==> config.mk <==
export PLATFORM = sky130hd
export DESIGN_NAME = pwm_action_qual
export DESIGN_NICKNAME = d
export VERILOG_FILES = /design/src/rtl/pwm_aq_pkg.sv /design/src/rtl/pwm_aq_regs.sv /design/src/rtl/pwm_aq_chan.sv /design/src/rtl/pwm_action_qual.sv
export SDC_FILE = /design/constraint.sdc
export NUM_CORES = 1
export LEC_CHECK = 0
export BUFFER_PORTS_ARGS = -buffer_cell sky130_fd_sc_hd__buf_2
export CAP_MARGIN = 0
export CORE_ASPECT_RATIO = 0.5
export CORE_UTILIZATION = 45
export DETAILED_ROUTE_END_ITERATION = 7
export GPL_ROUTABILITY_DRIVEN = 1
export GPL_TIMING_DRIVEN = 0
export PLACE_DENSITY_LB_ADDON = 0.2
export SYNTH_ARGS = -nofsm -noshare
export SYNTH_HDL_FRONTEND = slang
export SYNTH_SLANG_ARGS = --single-unit
==> constraint.sdc <==
create_clock -name clk -period 1.9 [get_ports clk]
set_input_delay 0.095 -clock clk [delete_from_list [all_inputs] [get_ports clk]]
set_output_delay 0.095 -clock clk [all_outputs]
set_load 0.02 [all_outputs]
==> src/rtl/pwm_aq_pkg.sv <==
`timescale 1ns/1ps
package pwm_aq_pkg;
  localparam int NCH   = 2;
  localparam int CFG_W = 8;

  typedef enum logic [1:0] {ACT_HOLD = 2'b00, ACT_LOW = 2'b01, ACT_HIGH = 2'b10, ACT_TOGGLE = 2'b11} act_e;
  typedef enum logic [1:0] {RLD_ZERO = 2'b00, RLD_PRD = 2'b01, RLD_EITHER = 2'b10, RLD_DIRECT = 2'b11} rld_e;
  typedef enum logic [1:0] {FRC_NONE = 2'b00, FRC_LOW = 2'b01, FRC_HIGH = 2'b10, FRC_OFF = 2'b11} frc_e;

  function automatic logic act_apply(input logic [1:0] code, input logic cur);
    case (act_e'(code))
      ACT_LOW:    return 1'b0;
      ACT_HIGH:   return 1'b1;
      ACT_TOGGLE: return ~cur;
      default:    return cur;
    endcase
  endfunction
endpackage

==> src/rtl/pwm_aq_regs.sv <==
`timescale 1ns/1ps
module pwm_aq_regs
  import pwm_aq_pkg::*;
#(
  parameter int ADDR_W = 3,
  parameter int DATA_W = 16
) (
  input  logic                        clk,
  input  logic                        rst,
  input  logic                        evt_zero,
  input  logic                        evt_prd,
  input  logic                        wr_en,
  input  logic [ADDR_W-1:0]           wr_addr,
  input  logic [DATA_W-1:0]           wr_data,
  input  logic [ADDR_W-1:0]           rd_addr,
  output logic [DATA_W-1:0]           rd_data,
  output logic [NCH-1:0][CFG_W-1:0]   evt_cfg,
  output logic [NCH-1:0][1:0]         sw_act,
  output logic [NCH-1:0]              os_pulse,
  output logic [NCH-1:0][1:0]         frc_act
);
  localparam logic [ADDR_W-1:0] A_CTRL = ADDR_W'(NCH);
  localparam logic [ADDR_W-1:0] A_FSH  = ADDR_W'(NCH + 1);
  localparam logic [ADDR_W-1:0] A_FACT = ADDR_W'(NCH + 2);
  localparam int FRC_W = 2 * NCH;

  rld_e                 rld_q;
  logic [NCH-1:0][1:0]  frc_sh;
  logic                 reload_hit;
  logic                 wr_ctrl, wr_fsh;
  logic [DATA_W-1:0]    rd_mux;
  logic                 unused_wr_hi;

  assign unused_wr_hi = ^wr_data[DATA_W-1:CFG_W];
  assign wr_ctrl = wr_en && (wr_addr == A_CTRL);
  assign wr_fsh  = wr_en && (wr_addr == A_FSH);

  always_comb begin
    reload_hit = 1'b0;
    case (rld_q)
      RLD_ZERO:   reload_hit = evt_zero;
      RLD_PRD:    reload_hit = evt_prd;
      RLD_EITHER: reload_hit = evt_zero || evt_prd;
      default:    reload_hit = 1'b0;
    endcase
  end

  always_ff @(posedge clk) begin
    if (rst) begin
      evt_cfg  <= '0;
      sw_act   <= '0;
      os_pulse <= '0;
      rld_q    <= RLD_ZERO;
      frc_sh   <= '0;
      frc_act  <= '0;
    end else begin
      os_pulse <= '0;
      for (int c = 0; c < NCH; c++) begin
        if (wr_en && (wr_addr == ADDR_W'(c))) evt_cfg[c] <= wr_data[CFG_W-1:0];
      end
      if (wr_ctrl) begin
        rld_q <= rld_e'(wr_data[7:6]);
        for (int c = 0; c < NCH; c++) begin
          sw_act[c]   <= wr_data[3*c +: 2];
          os_pulse[c] <= wr_data[3*c + 2];
        end
      end
      if (wr_fsh) frc_sh <= wr_data[FRC_W-1:0];
      if (wr_fsh && (rld_q == RLD_DIRECT)) frc_act <= wr_data[FRC_W-1:0];
      else if (reload_hit)                 frc_act <= frc_sh;
    end
  end

  always_comb begin
    rd_mux = '0;
    for (int c = 0; c < NCH; c++) begin
      if (rd_addr == ADDR_W'(c)) rd_mux[CFG_W-1:0] = evt_cfg[c];
    end
    if (rd_addr == A_CTRL) begin
      rd_mux[7:6] = rld_q;
      for (int c = 0; c < NCH; c++) rd_mux[3*c +: 2] = sw_act[c];
    end
    if (rd_addr == A_FSH)  rd_mux[FRC_W-1:0] = frc_sh;
    if (rd_addr == A_FACT) rd_mux[FRC_W-1:0] = frc_act;
  end

  always_ff @(posedge clk) begin
    if (rst) rd_data <= '0;
    else     rd_data <= rd_mux;
  end

  AST_OS_READS_ZERO: assert property (@(posedge clk) disable iff (rst)
    ($past(rd_addr) == A_CTRL) |-> (rd_data[2] == 1'b0 && rd_data[5] == 1'b0));
  AST_RESERVED_ZERO: assert property (@(posedge clk) disable iff (rst)
    ($past(rd_addr) == A_CTRL) |-> (rd_data[DATA_W-1:CFG_W] == '0));
  AST_DIRECT_LOAD: assert property (@(posedge clk) disable iff (rst)
    (wr_fsh && rld_q == RLD_DIRECT) |=> (frc_act == $past(wr_data[FRC_W-1:0])));
  AST_RELOAD_AT_ZERO: assert property (@(posedge clk) disable iff (rst)
    (rld_q == RLD_ZERO && evt_zero && !wr_fsh) |=> (frc_act == $past(frc_sh)));
endmodule

==> src/rtl/pwm_aq_chan.sv <==
`timescale 1ns/1ps
module pwm_aq_chan
  import pwm_aq_pkg::*;
(
  input  logic             clk,
  input  logic             rst,
  input  logic             evt_zero,
  input  logic             evt_prd,
  input  logic             evt_cmpa,
  input  logic             cmpa_up,
  input  logic [CFG_W-1:0] cfg,
  input  logic [1:0]       sw_act,
  input  logic             os_pulse,
  input  logic [1:0]       frc,
  output logic             out_q
);
  logic [1:0] code;
  logic       evt_lvl;
  logic       nxt;
  logic       frc_on;

  always_comb begin
    if (os_pulse)      code = sw_act;
    else if (evt_cmpa) code = cmpa_up ? cfg[5:4] : cfg[7:6];
    else if (evt_prd)  code = cfg[3:2];
    else if (evt_zero) code = cfg[1:0];
    else               code = ACT_HOLD;
    evt_lvl = act_apply(code, out_q);
  end

  assign frc_on = (frc == FRC_LOW) || (frc == FRC_HIGH);

  always_comb begin
    case (frc_e'(frc))
      FRC_LOW:  nxt = 1'b0;
      FRC_HIGH: nxt = 1'b1;
      default:  nxt = evt_lvl;
    endcase
  end

  always_ff @(posedge clk) begin
    if (rst) out_q <= 1'b0;
    else     out_q <= nxt;
  end

  AST_FORCE_LOW: assert property (@(posedge clk) disable iff (rst)
    (frc == FRC_LOW) |=> !out_q);
  AST_FORCE_HIGH: assert property (@(posedge clk) disable iff (rst)
    (frc == FRC_HIGH) |=> out_q);
  AST_IDLE_HOLDS: assert property (@(posedge clk) disable iff (rst)
    (!evt_zero && !evt_prd && !evt_cmpa && !os_pulse && !frc_on) |=> $stable(out_q));
  AST_ONESHOT_HIGH: assert property (@(posedge clk) disable iff (rst)
    (os_pulse && sw_act == ACT_HIGH && !frc_on) |=> out_q);
  AST_CMPA_BEATS_TURN: assert property (@(posedge clk) disable iff (rst)
    (evt_cmpa && !os_pulse && !frc_on && (cmpa_up ? cfg[5:4] : cfg[7:6]) == ACT_LOW) |=> !out_q);
endmodule

==> src/rtl/pwm_action_qual.sv <==
`timescale 1ns/1ps
module pwm_action_qual
  import pwm_aq_pkg::*;
#(
  parameter int ADDR_W = 3,
  parameter int DATA_W = 16
) (
  input  logic              clk,
  input  logic              rst,
  input  logic              cnt_updown,
  input  logic              cnt_dir,
  input  logic              evt_zero,
  input  logic              evt_prd,
  input  logic              evt_cmpa,
  input  logic              wr_en,
  input  logic [ADDR_W-1:0] wr_addr,
  input  logic [DATA_W-1:0] wr_data,
  input  logic [ADDR_W-1:0] rd_addr,
  output logic [DATA_W-1:0] rd_data,
  output logic              pwm_a,
  output logic              pwm_b
);
  logic [NCH-1:0][CFG_W-1:0] evt_cfg;
  logic [NCH-1:0][1:0]       sw_act;
  logic [NCH-1:0]            os_pulse;
  logic [NCH-1:0][1:0]       frc_act;
  logic [NCH-1:0]            out_bus;
  logic                      cmpa_up;

  // Turning points fix the direction in up-down mode: zero counts as up, period as down.
  always_comb begin
    cmpa_up = cnt_dir;
    if (cnt_updown) begin
      if (evt_zero)     cmpa_up = 1'b1;
      else if (evt_prd) cmpa_up = 1'b0;
    end
  end

  pwm_aq_regs #(.ADDR_W(ADDR_W), .DATA_W(DATA_W)) u_regs (
    .clk(clk), .rst(rst), .evt_zero(evt_zero), .evt_prd(evt_prd),
    .wr_en(wr_en), .wr_addr(wr_addr), .wr_data(wr_data), .rd_addr(rd_addr),
    .rd_data(rd_data), .evt_cfg(evt_cfg), .sw_act(sw_act),
    .os_pulse(os_pulse), .frc_act(frc_act)
  );

  for (genvar c = 0; c < NCH; c++) begin : g_chan
    pwm_aq_chan u_chan (
      .clk(clk), .rst(rst), .evt_zero(evt_zero), .evt_prd(evt_prd),
      .evt_cmpa(evt_cmpa), .cmpa_up(cmpa_up), .cfg(evt_cfg[c]),
      .sw_act(sw_act[c]), .os_pulse(os_pulse[c]), .frc(frc_act[c]),
      .out_q(out_bus[c])
    );
  end

  assign pwm_a = out_bus[0];
  assign pwm_b = out_bus[1];
endmodule

# [After elaboration in Yosys (flattened, before gate mapping)]
# Index checks and enable logic that the tools add are counted.
[op_classes] n_eq_ne=20 muxes=27 bitwise=3 n_reduce_logical=13
[op_table] cell="2-bit 2-to-1 mux" n=13
[op_table] cell="2-bit equality test (second input constant)" n=8
[op_table] cell="4-bit 2-to-1 mux" n=4
[op_table] cell="8-bit 2-to-1 mux" n=2
[op_table] cell="3-bit by 2-bit equality test with 1-bit output (second input constant)" n=4
[op_table] cell="2-bit by 1-bit equality test with 1-bit output (second input constant)" n=5
[op_table] cell="5-bit nonzero test" n=2
[op_table] cell="1-bit one-hot mux with 3 select lines" n=3
[op_table] cell="3-bit by 1-bit equality test with 1-bit output (second input constant)" n=2
[op_table] cell="3-bit logical NOT" n=2
[op_table] cell="1-bit logical AND" n=5
[op_table] cell="1-bit one-hot mux with 2 select lines" n=2
[op_table] cell="3-bit equality test (second input constant)" n=1
[op_table] cell="1-bit 2-to-1 mux" n=3
[op_table] cell="1-bit NOT" n=3
[op_table] cell="2-bit logical NOT" n=1
[op_table] cell="2-bit nonzero test" n=1
[op_table] cell="2-bit OR reduction" n=1
[op_table] cell="1-bit logical OR" n=1
[word_totals] register_bits=50 in_bits=30 out_inout_bits=18 wordCells=77

# [Depth between registers and ports, before layout]
[logic_depth] depth_word=9 mapped_depth=8 ltp_nobuf=8

# [Cells and area by module]
# Synthesis repeated with hierarchy kept, for this count alone.
[unflattened] hier_cells=237 hier_area_um2=2080.7
[modules_own_cells] mod="pwm_aq_regs" n_inst=1 cells_each=195 area_each_um2=1765.4 seq_area_each_um2=800.8
[modules_own_cells] mod="pwm_aq_chan" n_inst=2 cells_each=20 area_each_um2=151.4 seq_area_each_um2=20.0
[modules_own_cells] mod="pwm_action_qual" n_inst=1 cells_each=2 area_each_um2=12.5 seq_area_each_um2=0.0

# [Worst setup path before layout]
# OpenSTA, ideal clock, no wires.
[synth_timing] path_type="input port to flip-flop" from="in cnt_updown" to="reg g_chan[1].u_chan.out_q" setup_time_ns=0.132 t_arrival_ns=1.764 required_ns=1.768 setup_slack_ns=0.004 path_stages=7 path_buffers=0 path_cell_list="a22oi_2 mux2_2 o311a_1 ha_1 nor4_1 a211o_1 a21oi_1"
[synth_via] elab_chain_cells=7 elab_cells_between_ends=10 classes_between="eq/ne (3); mux (6); reduce/logical (1)"
[synth_rtl] item="start, declared" line_no="pwm_action_qual.sv:10" text="input logic cnt_updown,"
[synth_rtl] item="1-bit 2-to-1 mux (*)" line_no="pwm_action_qual.sv:33" text="if (cnt_updown) begin"
[synth_rtl] item="2-bit 2-to-1 mux (*) (2 in series)" line_no="pwm_aq_chan.sv:24" text="else if (evt_cmpa) code = cmpa_up ? cfg[5:4] : cfg[7:6];"
[synth_rtl] item="2-bit 2-to-1 mux (*)" line_no="pwm_aq_chan.sv:23" text="if (os_pulse) code = sw_act;"
[synth_rtl] item="2-bit equality test / 2-bit by 1-bit equality test with 1-bit output (equally long branches)" line_no="pwm_aq_pkg.sv:11" text="case (act_e'(code))"
[synth_rtl] item="1-bit one-hot mux with 3 select lines" line_no="pwm_aq_pkg.sv:11"
[synth_rtl] item="1-bit one-hot mux with 2 select lines" line_no="pwm_aq_chan.sv:34" text="case (frc_e'(frc))"
[synth_rtl] item="end signal, assigned" line_no="pwm_aq_chan.sv:43" text="else out_q <= nxt;"
[synth_rtl] item="end, declared" line_no="pwm_aq_chan.sv:15" text="output logic out_q"
# Every way passes the cells marked *; elsewhere a longest branch is shown, timed or not.
# A chain may end at the register's enable or synchronous reset.

# [Final worst setup path]
[layout_timing] from="reg u_regs.evt_cfg[4] (netlist name)" to="reg g_chan[0].u_chan.out_q"
[layout_via] elab_chain_cells=6 elab_cells_between_ends=9 classes_between="eq/ne (3); mux (5); reduce/logical (1)"
[layout_rtl] item="start, declared" line_no="pwm_aq_regs.sv:17" text="output logic [NCH-1:0][CFG_W-1:0] evt_cfg,"
[layout_rtl] item="start signal, assigned by index" line_no="pwm_aq_regs.sv:59" text="if (wr_en && (wr_addr == ADDR_W'(c))) evt_cfg[c] <= wr_data[CFG_W-1:0];"
[layout_rtl] item="2-bit 2-to-1 mux (*) (2 in series)" line_no="pwm_aq_chan.sv:24"
[layout_rtl] item="2-bit 2-to-1 mux (*)" line_no="pwm_aq_chan.sv:23"
[layout_rtl] item="2-bit equality test / 2-bit by 1-bit equality test with 1-bit output (equally long branches)" line_no="pwm_aq_pkg.sv:11"
[layout_rtl] item="1-bit one-hot mux with 3 select lines" line_no="pwm_aq_pkg.sv:11"
[layout_rtl] item="1-bit one-hot mux with 2 select lines" line_no="pwm_aq_chan.sv:34"
[layout_rtl] item="end signal, assigned" line_no="pwm_aq_chan.sv:43"
[layout_rtl] item="end, declared" line_no="pwm_aq_chan.sv:15"
# Marks and branches as above.

==> results.ini <==
[floorplan]
die_h_um = 51.3
core_sq_um = 4530
row_count = 17
ios = 48
die-area_sq_um = 5170
start_util_pct = 48.3
die_x_um = 101

[layout]
multiInputGateArea_sq_um = 1320
nFillCells = 439
design_area_sq_um = 2700
final_common_cell = nor2_1
antenna_cells = 0
drive_above_1_share_pct = 24.5
areaGrowthSynthToFinish_pct = 23.1
ff_latch_area_sq_um = 846
final_cell_mix = 39 x nor2_1, 38 x dfxtp_1, 34 x buf_2, 30 x mux2i_1, 27 x nand2_1
finalNetCount = 336
instances_no_fill = 364
utilization_pct = 59.5

[logic_synthesis]
syn_avg_cell_area_sq_um = 8.72
ys_types = 42
synth-seq-cells = 42
ys_warn_count = 0
netlist_area_sq_um = 2190
synth-seq-area-share_pct = 38.4
synth_cells = 251

[power_and_ir_drop]
cellPowerDensity_nw_per_um2 = 717
seqPwrFrac_pct = 47.3
internal-power_mw = 1.44
power_leakage_nw = 1.11
ir_drop_uv = 312
power_frac_comb_pct = 14.6
power_mw = 1.93
p_sw_share_pct = 25.3
clkPwrFrac_pct = 38.1
switching_power_mw = 0.489

[setup_path]
r2r-start = u_regs.evt_cfg[4]$_SDFFE_PP0P_
crit_fanout = 3
critical_path_class = flop to flop
r2r_setup_slack_ns = 0.05
crit_arrival_ns = 2.01
r2r_cells = 6
start_kind = flop
r2r-end = g_chan[0].u_chan.out_q$_SDFFE_PP0P_
required_ns = 2.06
critPathCaptureType = flop

[sta]
clock.fmax_mhz = 540
tns_ns = 0
period_share_pct = 97.4
hold_viol_final = 0
worst_pin_slew_ns = 0.891
finalMaxSlewViolations = 0
max_slew_margin_pct = 40.2
min_period_ns = 1.85
clock_skew_ns = 0.00837
setup_ws_ns = 0.0489
finalSetupViolCount = 0
hold_ws_ns = 0.0249

[place]
placed_cell_area_sq_um = 2450
globalplace.congestion = 0.923
hpwl_mm = 4.11
pre_cts_slack_ns = -0.346
dp_cells = 354
portBuffers = 30

[hold_path]
min_from = wr_data[5]
whs_path_depth = 2
min_path_type = input port to flop
hold_end = u_regs.os_pulse[1]$_SDFF_PP0_

[clock_tree]
cts_htree_levels = 2
cts_buffers = 5
insertion_delay_ns = 0.30
cts.hold.buffers_added = 0
clk_pin_slew_ns = 0.08
cts_sinks = 42
ctsLongestPathBuffers = 2
cts_tree = built
cts_root_buf = clkbuf_8

[routing]
vias_per_cell = 5.30
vias = 1928
firstDrtPassIters = 4
antenna_left = 0
drt-initial-drc-count = 99
routedWlPerCell_um = 15.5
wl_mm = 5.65
drc = 0

[global_route]
grt_max_degree = 13
grt_pass1_wl_mm = 8.69
grt_overflow = 0
grt.total_usage_pct = 23.0
antenna_found_initial = 0
first_global_vias = 1736

[outcome]
status = completed

[run]
cap_viol_max_count = 0

-- cells by family (layout without fill, tap and decap cells) --
group,after synthesis,after routing,share of synthesized area (%)
multiplexers,32,32,14.7
AND/OR/NAND/NOR,94,94,20.4
buffers and inverters,30,70,7.26
adder cells (fa/ha/maj),8,8,4.57
AO/OA/AOI/OAI,44,44,14.5
other,1,8,0.171
flip-flops,42,42,38.4
-- critical path, stage by stage, from the launching register on --
cell	delay, ns
dfxtp_1	0.33
mux2_2	0.30
o311a_1	0.37
ha_4	0.25
nor4_4	0.28
a211o_1	0.12
a21oi_1	0.05
-- layout make-up --
type / count / share of cell area [%]
clock inverter: 1 / 1.11
timing repair buffer: 33 / 6.41
tap: 66 / 3.06
clock buffer: 6 / 3.06
inverter: 9 / 1.25
buffer: 21 / 4.64
sequential: 42 / 31.4
multi-input combinational: 186 / 49.1
-- layer usage --
metal,routed length [um],track usage (%),part of all wire [%]
met1,2750,32.1,49
met5,0,0,0
met4,41,5.80,0.73
met3,313,4.10,5.5
met2,2550,36.8,45
-- flip-flops by register name (all words and copies together), names as in the netlist --
register,flops
u_regs.evt_cfg,16
u_regs.rd_data,8
u_regs.frc_act,4
u_regs.frc_sh,4
u_regs.sw_act,4
g_chan.u_chan.out_q,2
u_regs.os_pulse,2
u_regs.rld_q,2
-- power groups by stage --
stage	Combinational (mW)	Sequential (mW)	Clock, mW
6_report	0.282	0.914	0.737
4_1_cts	0.246	0.913	0.742
3_5_place_dp	0.237	0.933	0
2_1_floorplan	0.151	0.937	0
5_1_grt	0.304	0.916	0.763
3_3_place_gp	0.233	0.933	0
-- what timing repair did --
item | CTS | global route
setup buffers | 1 | 4
pin swaps | 0 | 7
endpoints found under the setup margin | 2 | 2
gates resized for setup | 4 | 16
cloned | 0 | 0
-- worst max path at each step --
stage / slack (ns) / cells after the start / start / to
CTS: 0.01 / 6 / u_regs.evt_cfg[6]$_SDFFE_PP0P_ / g_chan[0].u_chan.out_q$_SDFFE_PP0P_
floorplan: 0.004 / 7 / cnt_updown / g_chan[1].u_chan.out_q$_SDFFE_PP0P_
global route: -0.01 / 6 / u_regs.evt_cfg[6]$_SDFFE_PP0P_ / g_chan[0].u_chan.out_q$_SDFFE_PP0P_
finish: 0.05 / 6 / u_regs.evt_cfg[4]$_SDFFE_PP0P_ / g_chan[0].u_chan.out_q$_SDFFE_PP0P_
global placement: -0.30 / 8 / evt_zero / g_chan[0].u_chan.out_q$_SDFFE_PP0P_
detailed placement: -0.35 / 8 / evt_zero / g_chan[0].u_chan.out_q$_SDFFE_PP0P_
-- Yosys cell counts --
library cell   n  share of area (%)
dfxtp_1       42                 38
nor2_1        40                6.9
mux2i_1       30                 14
nand2_1       27                4.6
a21oi_1       18                4.1
buf_4          9                3.1
inv_1          9                1.5
ha_1           8                4.6
clkbuf_1       7                1.2
nand2b_1       5                1.4
nor3_1         5                1.1
a211oi_1       4                1.4
buf_2          4               0.91
nand4b_1       3                1.2
nor4_1         3               0.86
a2111oi_0      2               0.80
a211o_1        2               0.80
a221oi_1       2               0.80
a311oi_1       2               0.80
and2_1         2               0.57
nor2b_1        2               0.57
o211ai_1       2               0.69
o2bb2ai_1      2               0.80
o311a_1        2               0.91
o311ai_1       2               0.80
a22oi_2        1               0.57
a2bb2oi_1      1               0.40
and4bb_2       1               0.57
buf_6          1               0.51
conb_1         1               0.17
mux2_1         1               0.51
mux2_2         1               0.51
nand3_1        1               0.23
nand3b_1       1               0.34
nand4b_4       1                1.1
nor3b_1        1               0.34
o211a_1        1               0.46
o21a_1         1               0.34
o21ai_2        1               0.40
o22a_1         1               0.40
or2_1          1               0.29
or3_1          1               0.29
Note: power is estimated with default switching activity, not from simulation.
